### config.mk
export PLATFORM = sky130hd
export DESIGN_NAME = kbc_mailbox
export DESIGN_NICKNAME = d
export VERILOG_FILES = /design/src/rtl/kbc_pkg.sv /design/src/rtl/kbc_rst_ctl.sv /design/src/rtl/kbc_regs.sv /design/src/rtl/kbc_host_mux.sv /design/src/rtl/kbc_mailbox.sv
export SDC_FILE = /design/constraint.sdc
export NUM_CORES = 1
export LEC_CHECK = 0
export CAP_MARGIN = 0
export CORE_UTILIZATION = 48
export CTS_BUF_LIST = sky130_fd_sc_hd__clkbuf_4 sky130_fd_sc_hd__clkbuf_8 sky130_fd_sc_hd__clkbuf_16
export CTS_CLUSTER_SIZE = 8
export DETAILED_ROUTE_END_ITERATION = 10
export PLACE_DENSITY = 0.84
export SLEW_MARGIN = 20
export SYNTH_ARGS = -nofsm -noshare
export SYNTH_HDL_FRONTEND = slang
export SYNTH_SLANG_ARGS = --single-unit
### constraint.sdc
create_clock -name clk -period 1.45 [get_ports clk]
set_input_delay 0.29 -clock clk [delete_from_list [all_inputs] [get_ports clk]]
set_output_delay 0.29 -clock clk [all_outputs]
set_load 0.02 [all_outputs]
### src/rtl/kbc_pkg.sv
package kbc_pkg;
  localparam int DW          = 8;
  localparam int ST_OUT_FULL = 0;
  localparam int ST_IN_FULL  = 1;
  localparam int ST_CMD      = 3;
  localparam logic [DW-1:0] ST_USER_MASK = 8'hF4;
endpackage

### src/rtl/kbc_rst_ctl.sv
module kbc_rst_ctl #(
  parameter int RST_MIN = 24
) (
  input  logic clk,
  input  logic rst_n,
  input  logic rst_req,
  output logic rst_n_sync,
  output logic sreset
);
  localparam int CW = $clog2(RST_MIN + 1);
  localparam logic [CW-1:0] CNT_TOP = CW'(RST_MIN - 1);

  logic [1:0]    sync_q;
  logic [CW-1:0] cnt_q, cnt_d;

  always_ff @(posedge clk or negedge rst_n) begin
    if (!rst_n) sync_q <= 2'b00;
    else        sync_q <= {sync_q[0], 1'b1};
  end
  assign rst_n_sync = sync_q[1];

  always_comb begin
    cnt_d = cnt_q;
    if (!rst_req)             cnt_d = '0;
    else if (cnt_q < CNT_TOP) cnt_d = cnt_q + 1'b1;
  end

  always_ff @(posedge clk or negedge rst_n_sync) begin
    if (!rst_n_sync) cnt_q <= '0;
    else             cnt_q <= cnt_d;
  end

  assign sreset = rst_req && (cnt_q >= CNT_TOP);
endmodule

### src/rtl/kbc_regs.sv
module kbc_regs
  import kbc_pkg::*;
(
  input  logic          clk,
  input  logic          rst_n,
  input  logic          sreset,
  input  logic          host_wr_ev,
  input  logic          host_rd_data_ev,
  input  logic          host_a,
  input  logic [DW-1:0] host_wdata,
  input  logic          cpu_in_rd,
  input  logic          cpu_out_wr,
  input  logic          cpu_stat_wr,
  input  logic          cpu_ctl_wr,
  input  logic [DW-1:0] cpu_wdata,
  output logic [DW-1:0] in_data,
  output logic [DW-1:0] out_data,
  output logic [DW-1:0] status,
  output logic          irq_en
);
  logic [DW-1:0] in_q, in_d, out_q, out_d, user_q, user_d;
  logic          obf_q, obf_d, ibf_q, ibf_d, cmd_q, cmd_d, en_q, en_d;

  always_comb begin
    in_d   = in_q;
    out_d  = out_q;
    user_d = user_q;
    obf_d  = obf_q;
    ibf_d  = ibf_q;
    cmd_d  = cmd_q;
    en_d   = en_q;
    if (host_rd_data_ev) obf_d = 1'b0;
    if (cpu_out_wr) begin
      out_d = cpu_wdata;
      obf_d = 1'b1;
    end
    if (cpu_in_rd) ibf_d = 1'b0;
    if (host_wr_ev) begin
      in_d  = host_wdata;
      ibf_d = 1'b1;
      cmd_d = host_a;
    end
    if (cpu_stat_wr) user_d = cpu_wdata & ST_USER_MASK;
    if (cpu_ctl_wr)  en_d   = cpu_wdata[0];
    if (sreset) begin
      in_d   = '0;
      out_d  = '0;
      user_d = '0;
      obf_d  = 1'b0;
      ibf_d  = 1'b0;
      cmd_d  = 1'b0;
      en_d   = 1'b0;
    end
  end

  always_ff @(posedge clk or negedge rst_n) begin
    if (!rst_n) begin
      in_q   <= '0;
      out_q  <= '0;
      user_q <= '0;
      obf_q  <= 1'b0;
      ibf_q  <= 1'b0;
      cmd_q  <= 1'b0;
      en_q   <= 1'b0;
    end else begin
      in_q   <= in_d;
      out_q  <= out_d;
      user_q <= user_d;
      obf_q  <= obf_d;
      ibf_q  <= ibf_d;
      cmd_q  <= cmd_d;
      en_q   <= en_d;
    end
  end

  always_comb begin
    status              = user_q & ST_USER_MASK;
    status[ST_OUT_FULL] = obf_q;
    status[ST_IN_FULL]  = ibf_q;
    status[ST_CMD]      = cmd_q;
  end

  assign in_data  = in_q;
  assign out_data = out_q;
  assign irq_en   = en_q;
endmodule

### src/rtl/kbc_host_mux.sv
module kbc_host_mux
  import kbc_pkg::*;
(
  input  logic          host_cs,
  input  logic          host_rd,
  input  logic          host_a,
  input  logic [DW-1:0] out_data,
  input  logic [DW-1:0] status,
  output logic [DW-1:0] host_rdata
);
  always_comb begin
    host_rdata = '0;
    if (host_cs && host_rd) host_rdata = host_a ? status : out_data;
  end
endmodule

### src/rtl/kbc_mailbox.sv
module kbc_mailbox
  import kbc_pkg::*;
#(
  parameter int RST_MIN = 24
) (
  input  logic          clk,
  input  logic          rst_n,
  input  logic          rst_req,
  input  logic          host_cs,
  input  logic          host_rd,
  input  logic          host_wr,
  input  logic          host_a,
  input  logic [DW-1:0] host_wdata,
  output logic [DW-1:0] host_rdata,
  input  logic          cpu_in_rd,
  input  logic          cpu_out_wr,
  input  logic          cpu_stat_wr,
  input  logic          cpu_ctl_wr,
  input  logic [DW-1:0] cpu_wdata,
  output logic [DW-1:0] cpu_in_data,
  output logic [DW-1:0] cpu_status,
  output logic          cpu_irq
);
  logic          rst_n_sync, sreset, irq_en;
  logic          host_wr_ev, host_rd_data_ev;
  logic [DW-1:0] out_data, status;

  assign host_wr_ev      = host_cs && host_wr;
  assign host_rd_data_ev = host_cs && host_rd && !host_a;

  kbc_rst_ctl #(.RST_MIN(RST_MIN)) u_rst (
    .clk(clk), .rst_n(rst_n), .rst_req(rst_req),
    .rst_n_sync(rst_n_sync), .sreset(sreset)
  );

  kbc_regs u_regs (
    .clk(clk), .rst_n(rst_n_sync), .sreset(sreset),
    .host_wr_ev(host_wr_ev), .host_rd_data_ev(host_rd_data_ev),
    .host_a(host_a), .host_wdata(host_wdata),
    .cpu_in_rd(cpu_in_rd), .cpu_out_wr(cpu_out_wr),
    .cpu_stat_wr(cpu_stat_wr), .cpu_ctl_wr(cpu_ctl_wr),
    .cpu_wdata(cpu_wdata),
    .in_data(cpu_in_data), .out_data(out_data),
    .status(status), .irq_en(irq_en)
  );

  kbc_host_mux u_mux (
    .host_cs(host_cs), .host_rd(host_rd), .host_a(host_a),
    .out_data(out_data), .status(status), .host_rdata(host_rdata)
  );

  assign cpu_status = status;
  assign cpu_irq    = status[ST_IN_FULL] && irq_en;
endmodule

== Word-level counts from Yosys, hierarchy flattened ==
Index checks and enable logic that the tools add are counted.

* Memory bits (writable): 0
* Bits in latches: 0
* Memories: 0
* Logic and storage cells: 45
* ROM bits: 0
* Input port bits: 27
* Output and inout bits: 25
* Bits in registers: 35

* Shift-type cells: 0
* Add/subtract/negate cells: 1
* Multiply operators: 0
* Bitwise gates (word level): 0
* Magnitude comparators: 2
* Div/mod/pow operators: 0
* Reductions and logical operators: 12
* Muxes and demuxes: 20
* Eq/ne operators: 1

{| class="wikitable"
|+ Operators by type and width
! kind !! count
|-
| $mux 8 || 8
|-
| $mux 1 || 10
|-
| $mux 5 || 2
|-
| $reduce_bool 2->1 || 4
|-
| $reduce_bool 3->1 || 2
|-
| $add 5x1->5 const B || 1
|-
| $ge 5x5->1 const B || 1
|-
| $logic_and 1x1->1 || 5
|-
| $lt 5x5->1 const B || 1
|-
| $ne 2x1->1 const B || 1
|-
| $logic_not 1->1 || 1
|}

== Depth between registers and ports, before layout ==
Gate-level depths: netlist (run 1).

* Word-level depth: 5
* Gate-level depth with buffers: 5
* Depth with buffers taken out: 4

== Modules after synthesis ==
From an unflattened synthesis (run 1), not the netlist that was laid out.

* Cells, all modules: 136
* Area, all modules: 1506.4 um2

{| class="wikitable"
|+ By module, submodules not included
! module !! seq. area each (um2) !! times used !! cells each !! area each (um2)
|-
| kbc_regs || 625.6 || 1 || 86 || 1052.3
|-
| kbc_rst_ctl || 175.2 || 1 || 29 || 307.8
|-
| kbc_host_mux || 0.0 || 1 || 18 || 125.1
|-
| kbc_mailbox || 0.0 || 1 || 3 || 21.3
|}

== Least setup slack after synthesis (run 1) ==
Ideal clock, no wire load.

* Path type: register -> register
* Start: register u_rst.cnt_q[0]
* End: register u_regs.in_q[0], in the netlist u_regs.in_data[0]
* Buffers on the path: 1
* Period minus slack after synthesis: 1.198 ns
* Data arrival time: 1.125 ns
* Library setup time: 0.073 ns
* Path slack: 0.252 ns
* Cell stages (with the launch flop): 5
* Required time: 1.377 ns
* Cell sequence: dfrtp_1 ha_1 o21a_4 buf_6 a21oi_2

* Cells in the longest elaborated chain, start to end: 3
* Elaborated cells on any way between the ends: 4
* Those cells by class: order compare (1); mux (1); reduce/logical (2)

{| class="wikitable"
|+ RTL lines
! item !! RTL line !! source
|-
| start, declared || kbc_rst_ctl.sv:14 || <nowiki>logic [CW-1:0] cnt_q, cnt_d;</nowiki>
|-
| start signal, assigned || kbc_rst_ctl.sv:30 || <nowiki>else cnt_q <= cnt_d;</nowiki>
|-
| $ge 5x5->1 (*) || kbc_rst_ctl.sv:33 || <nowiki>assign sreset = rst_req && (cnt_q >= CNT_TOP);</nowiki>
|-
| $logic_and 1x1->1 (*) || kbc_rst_ctl.sv:33 ||
|-
| $mux 8 / $reduce_bool 2->1 (equally long branches) || - ||
|-
| end signal, assigned || kbc_regs.sv:66 || <nowiki>in_q <= in_d;</nowiki>
|-
| end, declared || kbc_regs.sv:21 || <nowiki>logic [DW-1:0] in_q, in_d, out_q, out_d, user_q, user_d;</nowiki>
|}

Every way passes the cells marked *; elsewhere a longest branch is shown, timed or not.
A chain may end at the register's enable or synchronous reset.

== Final worst setup path (run 1) ==
* Start: input port host_a
* End: output port host_rdata[6]

* Cells in the longest elaborated chain, start to end: 2

{| class="wikitable"
|+ RTL lines
! item !! RTL line !! source
|-
| start, declared || kbc_mailbox.sv:12 || <nowiki>input logic host_a,</nowiki>
|-
| $mux 8 (2 in a row) || kbc_host_mux.sv:13 || <nowiki>if (host_cs && host_rd) host_rdata = host_a ? status : out_data;</nowiki>
|-
| end, declared || kbc_mailbox.sv:14 || <nowiki>output logic [DW-1:0] host_rdata,</nowiki>
|}

No other way between the ends.

==> results of run 1 <==
synthesized netlist by cell type (all sizes together):
| library cell | instances | area (um2) |
|---|---|---|
| dfrtp | 32 | 801 |
| nand2 | 23 | 86.3 |
| mux2i | 22 | 220 |
| nor2 | 22 | 92.6 |
| a21oi | 14 | 92.6 |
| buf | 10 | 72.6 |
| a21o | 3 | 22.5 |
| and2 | 3 | 18.8 |
| nor2b | 2 | 12.5 |
| o21ai | 2 | 10.0 |
| a31oi | 1 | 6.26 |
| a32oi | 1 | 8.76 |
| conb | 1 | 3.75 |
| ha | 1 | 12.5 |
| inv | 1 | 3.75 |
| nand2b | 1 | 6.26 |
| nand4b | 1 | 8.76 |
| nor3b | 1 | 7.51 |
| o211a | 1 | 10.0 |
| o21a | 1 | 15.0 |
| xnor2 | 1 | 8.76 |
path summary, 6_finish.rpt:
kind	from	cells past startpoint	end	slack [ps]
setup reg to reg	u_rst.cnt_q[0]$_DFFE_PN0P_	4	u_regs.in_data[3]$_DFFE_PN0P_	110
setup / recovery	host_a	5	host_rdata[6]	60
hold reg to reg	u_rst.sync_q[1]$_DFF_PN0_	0	u_regs.in_data[2]$_DFFE_PN0P_	200
min in group clk	u_rst.sync_q[0]$_DFF_PN0_	0	u_rst.sync_q[1]$_DFF_PN0_	360
max in group asynchronous	u_rst.sync_q[1]$_DFF_PN0_	1	u_regs.out_data[4]$_DFFE_PN0P_	790
hold / removal	rst_n	1	u_rst.sync_q[0]$_DFF_PN0_	110
repair_timing:
action / in CTS / in global routing
buffers inserted: 0 / 0
gates cloned: 1 / 0
gates resized for setup: 64 / 5
setup endpoints to repair: 25 / 7
pin swaps: 1 / 0
cell usage in the layout (no fill, tap or decap), types with 4 or more instances in the layout:
cell	count
nor2_1	17
clkdlybuf4s50_1	23
nand2_1	22
dfrtp_1	32
a21oi_1	8
a21oi_2	6
nor2_2	5
dlygate4sd2_1	15
clkbuf_2	4
clkbuf_4	5
buf_2	7
mux2i_1	22
buf_4	11
critical path, delay by kind of cell:
family	cells	cell delay, ps
buf+inv	3	530
mux	1	230
simple gates	1	60
cell type report:
type / count / share of cell area
Tap cell: 44 / 0.0256
Sequential cell: 32 / 0.372
Inverter: 1 / 0.00175
Clock inverter: 2 / 0.00465
Clock buffer: 6 / 0.0239
Multi-Input combinational cell: 102 / 0.307
Timing Repair Buffer: 64 / 0.265
sequential cells by signal, indices dropped and copies added (netlist names):
register,flops
u_regs.user_q,5
u_rst.cnt_q,5
u_regs.obf_q,1
u_regs.in_data,8
u_regs.out_data,8
u_rst.sync_q,2
u_regs.cmd_q,1
u_regs.irq_en,1
u_regs.ibf_q,1
per-layer routing:
| metal | track usage | vias to the layer above | share of wire |
|---|---|---|---|
| li1 | - | 601 | - |
| met1 | 0.253 | 586 | 0.43 |
| met2 | 0.391 | 47 | 0.50 |
| met3 | 0.0670 | 4 | 0.063 |
| met4 | 0.0612 | 0 | 0.0099 |
| met5 | 0 | - | 0 |
power by group through the flow:
stage	Combinational [mW]	Clock, mW	Sequential (mW)
after floorplan	0.200	0	1.10
after global placement	0.511	0	1.05
after detailed placement	0.524	0	1.05
after CTS	0.486	0.534	1.04
after global routing	0.514	0.579	1.05
final	0.475	0.521	1.04
per-stage QoR:
step | hold slack, ps | setup TNS [ps]
CTS | 102 | 0
finish | 110 | 0
detailed placement | 215 | -6450
global placement | 196 | -5050
floorplan | -5.59 | 0
global route | 98.3 | -42.8
cell families after synthesis:
| logic type | after synthesis | synth area share |
|---|---|---|
| simple gates | 53 | 0.153 |
| flops | 32 | 0.527 |
| compound gates | 23 | 0.109 |
| mux | 22 | 0.145 |
| buf+inv | 11 | 0.0502 |
| fa+ha+maj | 1 | 0.00823 |
| other cells | 1 | 0.00247 |
| xor+xnor | 1 | 0.00576 |
==> flow_summary.toml, run 1 <==
[status]
status = "complete, no violations"

[layout]
final_cells = 251
fin_util = 0.710
final_cell_area_um2 = 2150
multiInputGateArea_um2 = 659
fill_cells = 251
syn_to_final_growth_pct = 41.5
n_antenna_cell = 0
drive_gt1_frac = 0.232
ff_latch_area_um2 = 801
final_nets = 234

[sta]
setup_ws_ps = 58.6
finalSetupViolations = 0
maxSlewViolCount = 0
period_needed_ps = 1390
hold_viol = 0
skew_ps = 5.09
grt_setup_unrepaired = "true"
fin_crit_sh = 0.960
fmax_mhz = 719

[power_and_ir_drop]
combPwrFrac = 0.234
p_leak_nw = 1.08
internal_power_mw = 1.44
ir_drop_v = 0.000648
clkPwrFrac = 0.256
powerDensity_nw_per_um2 = 944
power.share.sequential = 0.510
p_sw_frac = 0.291
power.net_switching_uw = 592
total_power_mw = 2.03

[synth]
ys_warn_count = 0
synth_area_um2 = 1520
synthDistinctLibCells = 26
synth.net_count = 172
synth-seq-cells = 32
syn_inst = 144
yosysSeqAreaShare = 0.527
avgSynthCellArea_um2 = 10.6

[place]
pre_cts_ws_ps = -615
placed_area_um2 = 2150
dp.cells = 242
dpl.hpwl_um = 2460
routabilityCongestion = 0.755
io_buffer_count = 51

[worst_setup_path]
path_class = "in -> out"
crit_path_end_kind = "output port"
worst-path-max-fanout = 6
cp.required_ps = 1160
max_stage_delay_ps = 230
worstPathArrival_ps = 1100
cp_slowest_cell = "dlygate4sd2_1"
crit_chain = "dlygate4sd2_1 > buf_6 > mux2i_1 > nor2_1 > buf_4"
crit_path_start_kind = "primary input"

[die]
die_area_um2 = 3400
die-height_um = 58.3
die_x_um = 58.3
ioPinCount = 52
core_um2 = 3030
initial_core_util = 0.502
rows = 20

[routing]
drc_errors = 0
avgViaCountPerCell = 4.93
first_pass_iters = 4
avgRoutedWirePerCell_um = 13.2
ant_nets = 0
drt_iter0_drc = 41
detailroute.via_count = 1238
drt_wl_total_um = 3320

[cts]
cts_tree = "built"
cts_hold_buf = 0
clock_sinks = 32
clockBufferDepth = 2
clk-insertion-delay-late_ps = 330
numCtsBuffers = 5
h-tree-depth = 2
clkTransAtPathRegs_ps = 100
clock-root-buffer = "clkbuf_4"

[global_route]
grt_use_total = 0.219
antenna_found_initial = 0
grt_start_max_net_pins = 21
grt_pass1_wl_um = 5550
grt_pass1_vias = 1236
grt-ovfl-total = 0

[run]
cap_violations = 0

[min_path]
hp-class = "in -> async"
(Power assumes the default switching activity.)
==> run 2: changes to the inputs <==
--- a/config.mk
+++ b/config.mk
@@ -5,12 +5,14 @@
 export SDC_FILE = /design/constraint.sdc
 export NUM_CORES = 1
 export LEC_CHECK = 0
+export ABC_CLOCK_PERIOD_IN_PS = 1450
 export CAP_MARGIN = 0
 export CORE_UTILIZATION = 48
 export CTS_BUF_LIST = sky130_fd_sc_hd__clkbuf_4 sky130_fd_sc_hd__clkbuf_8 sky130_fd_sc_hd__clkbuf_16
 export CTS_CLUSTER_SIZE = 8
 export DETAILED_ROUTE_END_ITERATION = 10
 export PLACE_DENSITY = 0.84
+export SETUP_SLACK_MARGIN = 0.02
 export SLEW_MARGIN = 20
 export SYNTH_ARGS = -nofsm -noshare
 export SYNTH_HDL_FRONTEND = slang
==> run 2 against run 1 <==
  * Critical path depth unchanged
  * Wire length about the same
  * Clock power barely moved
  * Sequential share of layout area decreased by 0.11 points
  * Maximum frequency barely moved
  * Largest power group unchanged
  * Cell area rose by 0.29%
  * Via count barely moved
  * Register-to-register slack about the same
  * Core utilization grew 0.21 points
==> flow_summary.toml, run 2 (synthesized netlist as in run 1, its figures left out) <==
[status]
status = "complete, no violations"

[die]
core_um2 = 3030
die-height_um = 58.3
initial_core_util = 0.502
ioPinCount = 52
rows = 20
die_area_um2 = 3400
die_x_um = 58.3

[routing]
first_pass_iters = 3
ant_nets = 0
detailroute.via_count = 1239
drt_wl_total_um = 3320
avgRoutedWirePerCell_um = 13.2
drt_iter0_drc = 41
drc_errors = 0
avgViaCountPerCell = 4.94

[sta]
period_needed_ps = 1390
maxSlewViolCount = 0
finalSetupViolations = 0
fmax_mhz = 719
grt_setup_unrepaired = "true"
fin_crit_sh = 0.960
skew_ps = 6.11
hold_viol = 0

[min_path]
hp-class = "in -> async"

[place]
placed_area_um2 = 2150
io_buffer_count = 51
dp.cells = 242
dpl.hpwl_um = 2460
routabilityCongestion = 0.755

[cts]
clockBufferDepth = 2
clk-insertion-delay-late_ps = 330
h-tree-depth = 2
cts_tree = "built"
cts_setup_buffers = 0
cts_hold_buf = 0
numCtsBuffers = 5
clkTransAtPathRegs_ps = 100
clock_sinks = 32
clock-root-buffer = "clkbuf_4"

[worst_setup_path]
worstPathArrival_ps = 1100
rrSetupSlack_ps = 110
crit_path_end_kind = "output port"
path_class = "in -> out"
crit_path_start_kind = "primary input"
cp.required_ps = 1160
worst-path-max-fanout = 6

[layout]
ff_latch_area_um2 = 801
syn_to_final_growth_pct = 41.9
mostFrequentLayoutCell = "dfrtp_1"
n_antenna_cell = 0
fill_cells = 249
final_cell_area_um2 = 2160
final_cells = 251
multiInputGateArea_um2 = 659
drive_gt1_frac = 0.232
final_cell_mix = "dfrtp_1 (32), clkdlybuf4s50_1 (23), mux2i_1 (22), nand2_1 (22), nor2_1 (17)"
final_nets = 234

[global_route]
grt_pass1_wl_um = 5550
grt-ovfl-total = 0
busiest_layer = "met2"
grt_util_met3 = 0.0670
grtUsageMet1 = 0.253
met2_usage = 0.391
grt_start_max_net_pins = 21
grt_pass1_vias = 1236
antenna_found_initial = 0
grt_use_total = 0.219

[power_and_ir_drop]
ir_drop_v = 0.000648
total_power_mw = 2.03
powerDensity_nw_per_um2 = 942
p_leak_nw = 1.08

[run]
cap_violations = 0
[run 2: what timing repair did]
item | in CTS | in global routing
gates cloned | 1 | 0
pin swaps | 1 | 0
endpoints found under the setup margin | 25 | 8
gates resized for setup | 66 | 6
hold endpoints to repair | 0 | 0
[run 2: power breakdown]
| part | internal, mW | switching [mW] |
|---|---|---|
| clock network | 0.230 | 0.290 |
| registers | 0.976 | 0.0595 |
| logic | 0.235 | 0.242 |
[run 2: final cells by class]
class / count / share of cell area
Sequential cell: 32 / 0.371
Timing Repair Buffer: 64 / 0.267
Clock inverter: 2 / 0.00464
Inverter: 1 / 0.00174
Clock buffer: 6 / 0.0238
Multi-Input combinational cell: 102 / 0.306
Tap cell: 44 / 0.0255
[run 2: final timing paths]
| check | to | startpoint | depth (start not counted) |
|---|---|---|---|
| min in group clk | u_rst.sync_q[1]$_DFF_PN0_ | u_rst.sync_q[0]$_DFF_PN0_ | 0 |
| setup reg to reg | u_regs.in_data[3]$_DFFE_PN0P_ | u_rst.cnt_q[0]$_DFFE_PN0P_ | 4 |
| max in group asynchronous | u_regs.out_data[4]$_DFFE_PN0P_ | u_rst.sync_q[1]$_DFF_PN0_ | 1 |
| setup / recovery | host_rdata[6] | host_a | 5 |
| hold reg to reg | u_regs.in_data[2]$_DFFE_PN0P_ | u_rst.sync_q[1]$_DFF_PN0_ | 0 |
| hold / removal | u_rst.sync_q[0]$_DFF_PN0_ | rst_n | 1 |
[run 2: stage by stage]
stage          setup slack [ps]  utilization  setup TNS [ps]  hold slack [ps]
2_1_floorplan               252            -               0            -5.59
3_3_place_gp               -595        0.710           -5050              196
3_5_place_dp               -615        0.710           -6450              215
4_1_cts                    23.5        0.717               0              102
5_1_grt                   -26.7        0.712           -42.8             98.3
6_report                   58.6        0.712               0              108
[run 2: worst max-delay path, cell delays in order]
cell and delay (ps):
dlygate4sd2_1 230, buf_6 150, mux2i_1 230, nor2_1 60, buf_4 150
[run 2: layer usage]
layer | wire (um) | vias up | part of all wire
li1 | - | 602 | -
met3 | 207 | 4 | 0.062
met4 | 32 | 0 | 0.0097
met1 | 1420 | 590 | 0.43
met2 | 1650 | 43 | 0.50
met5 | 0 | - | 0
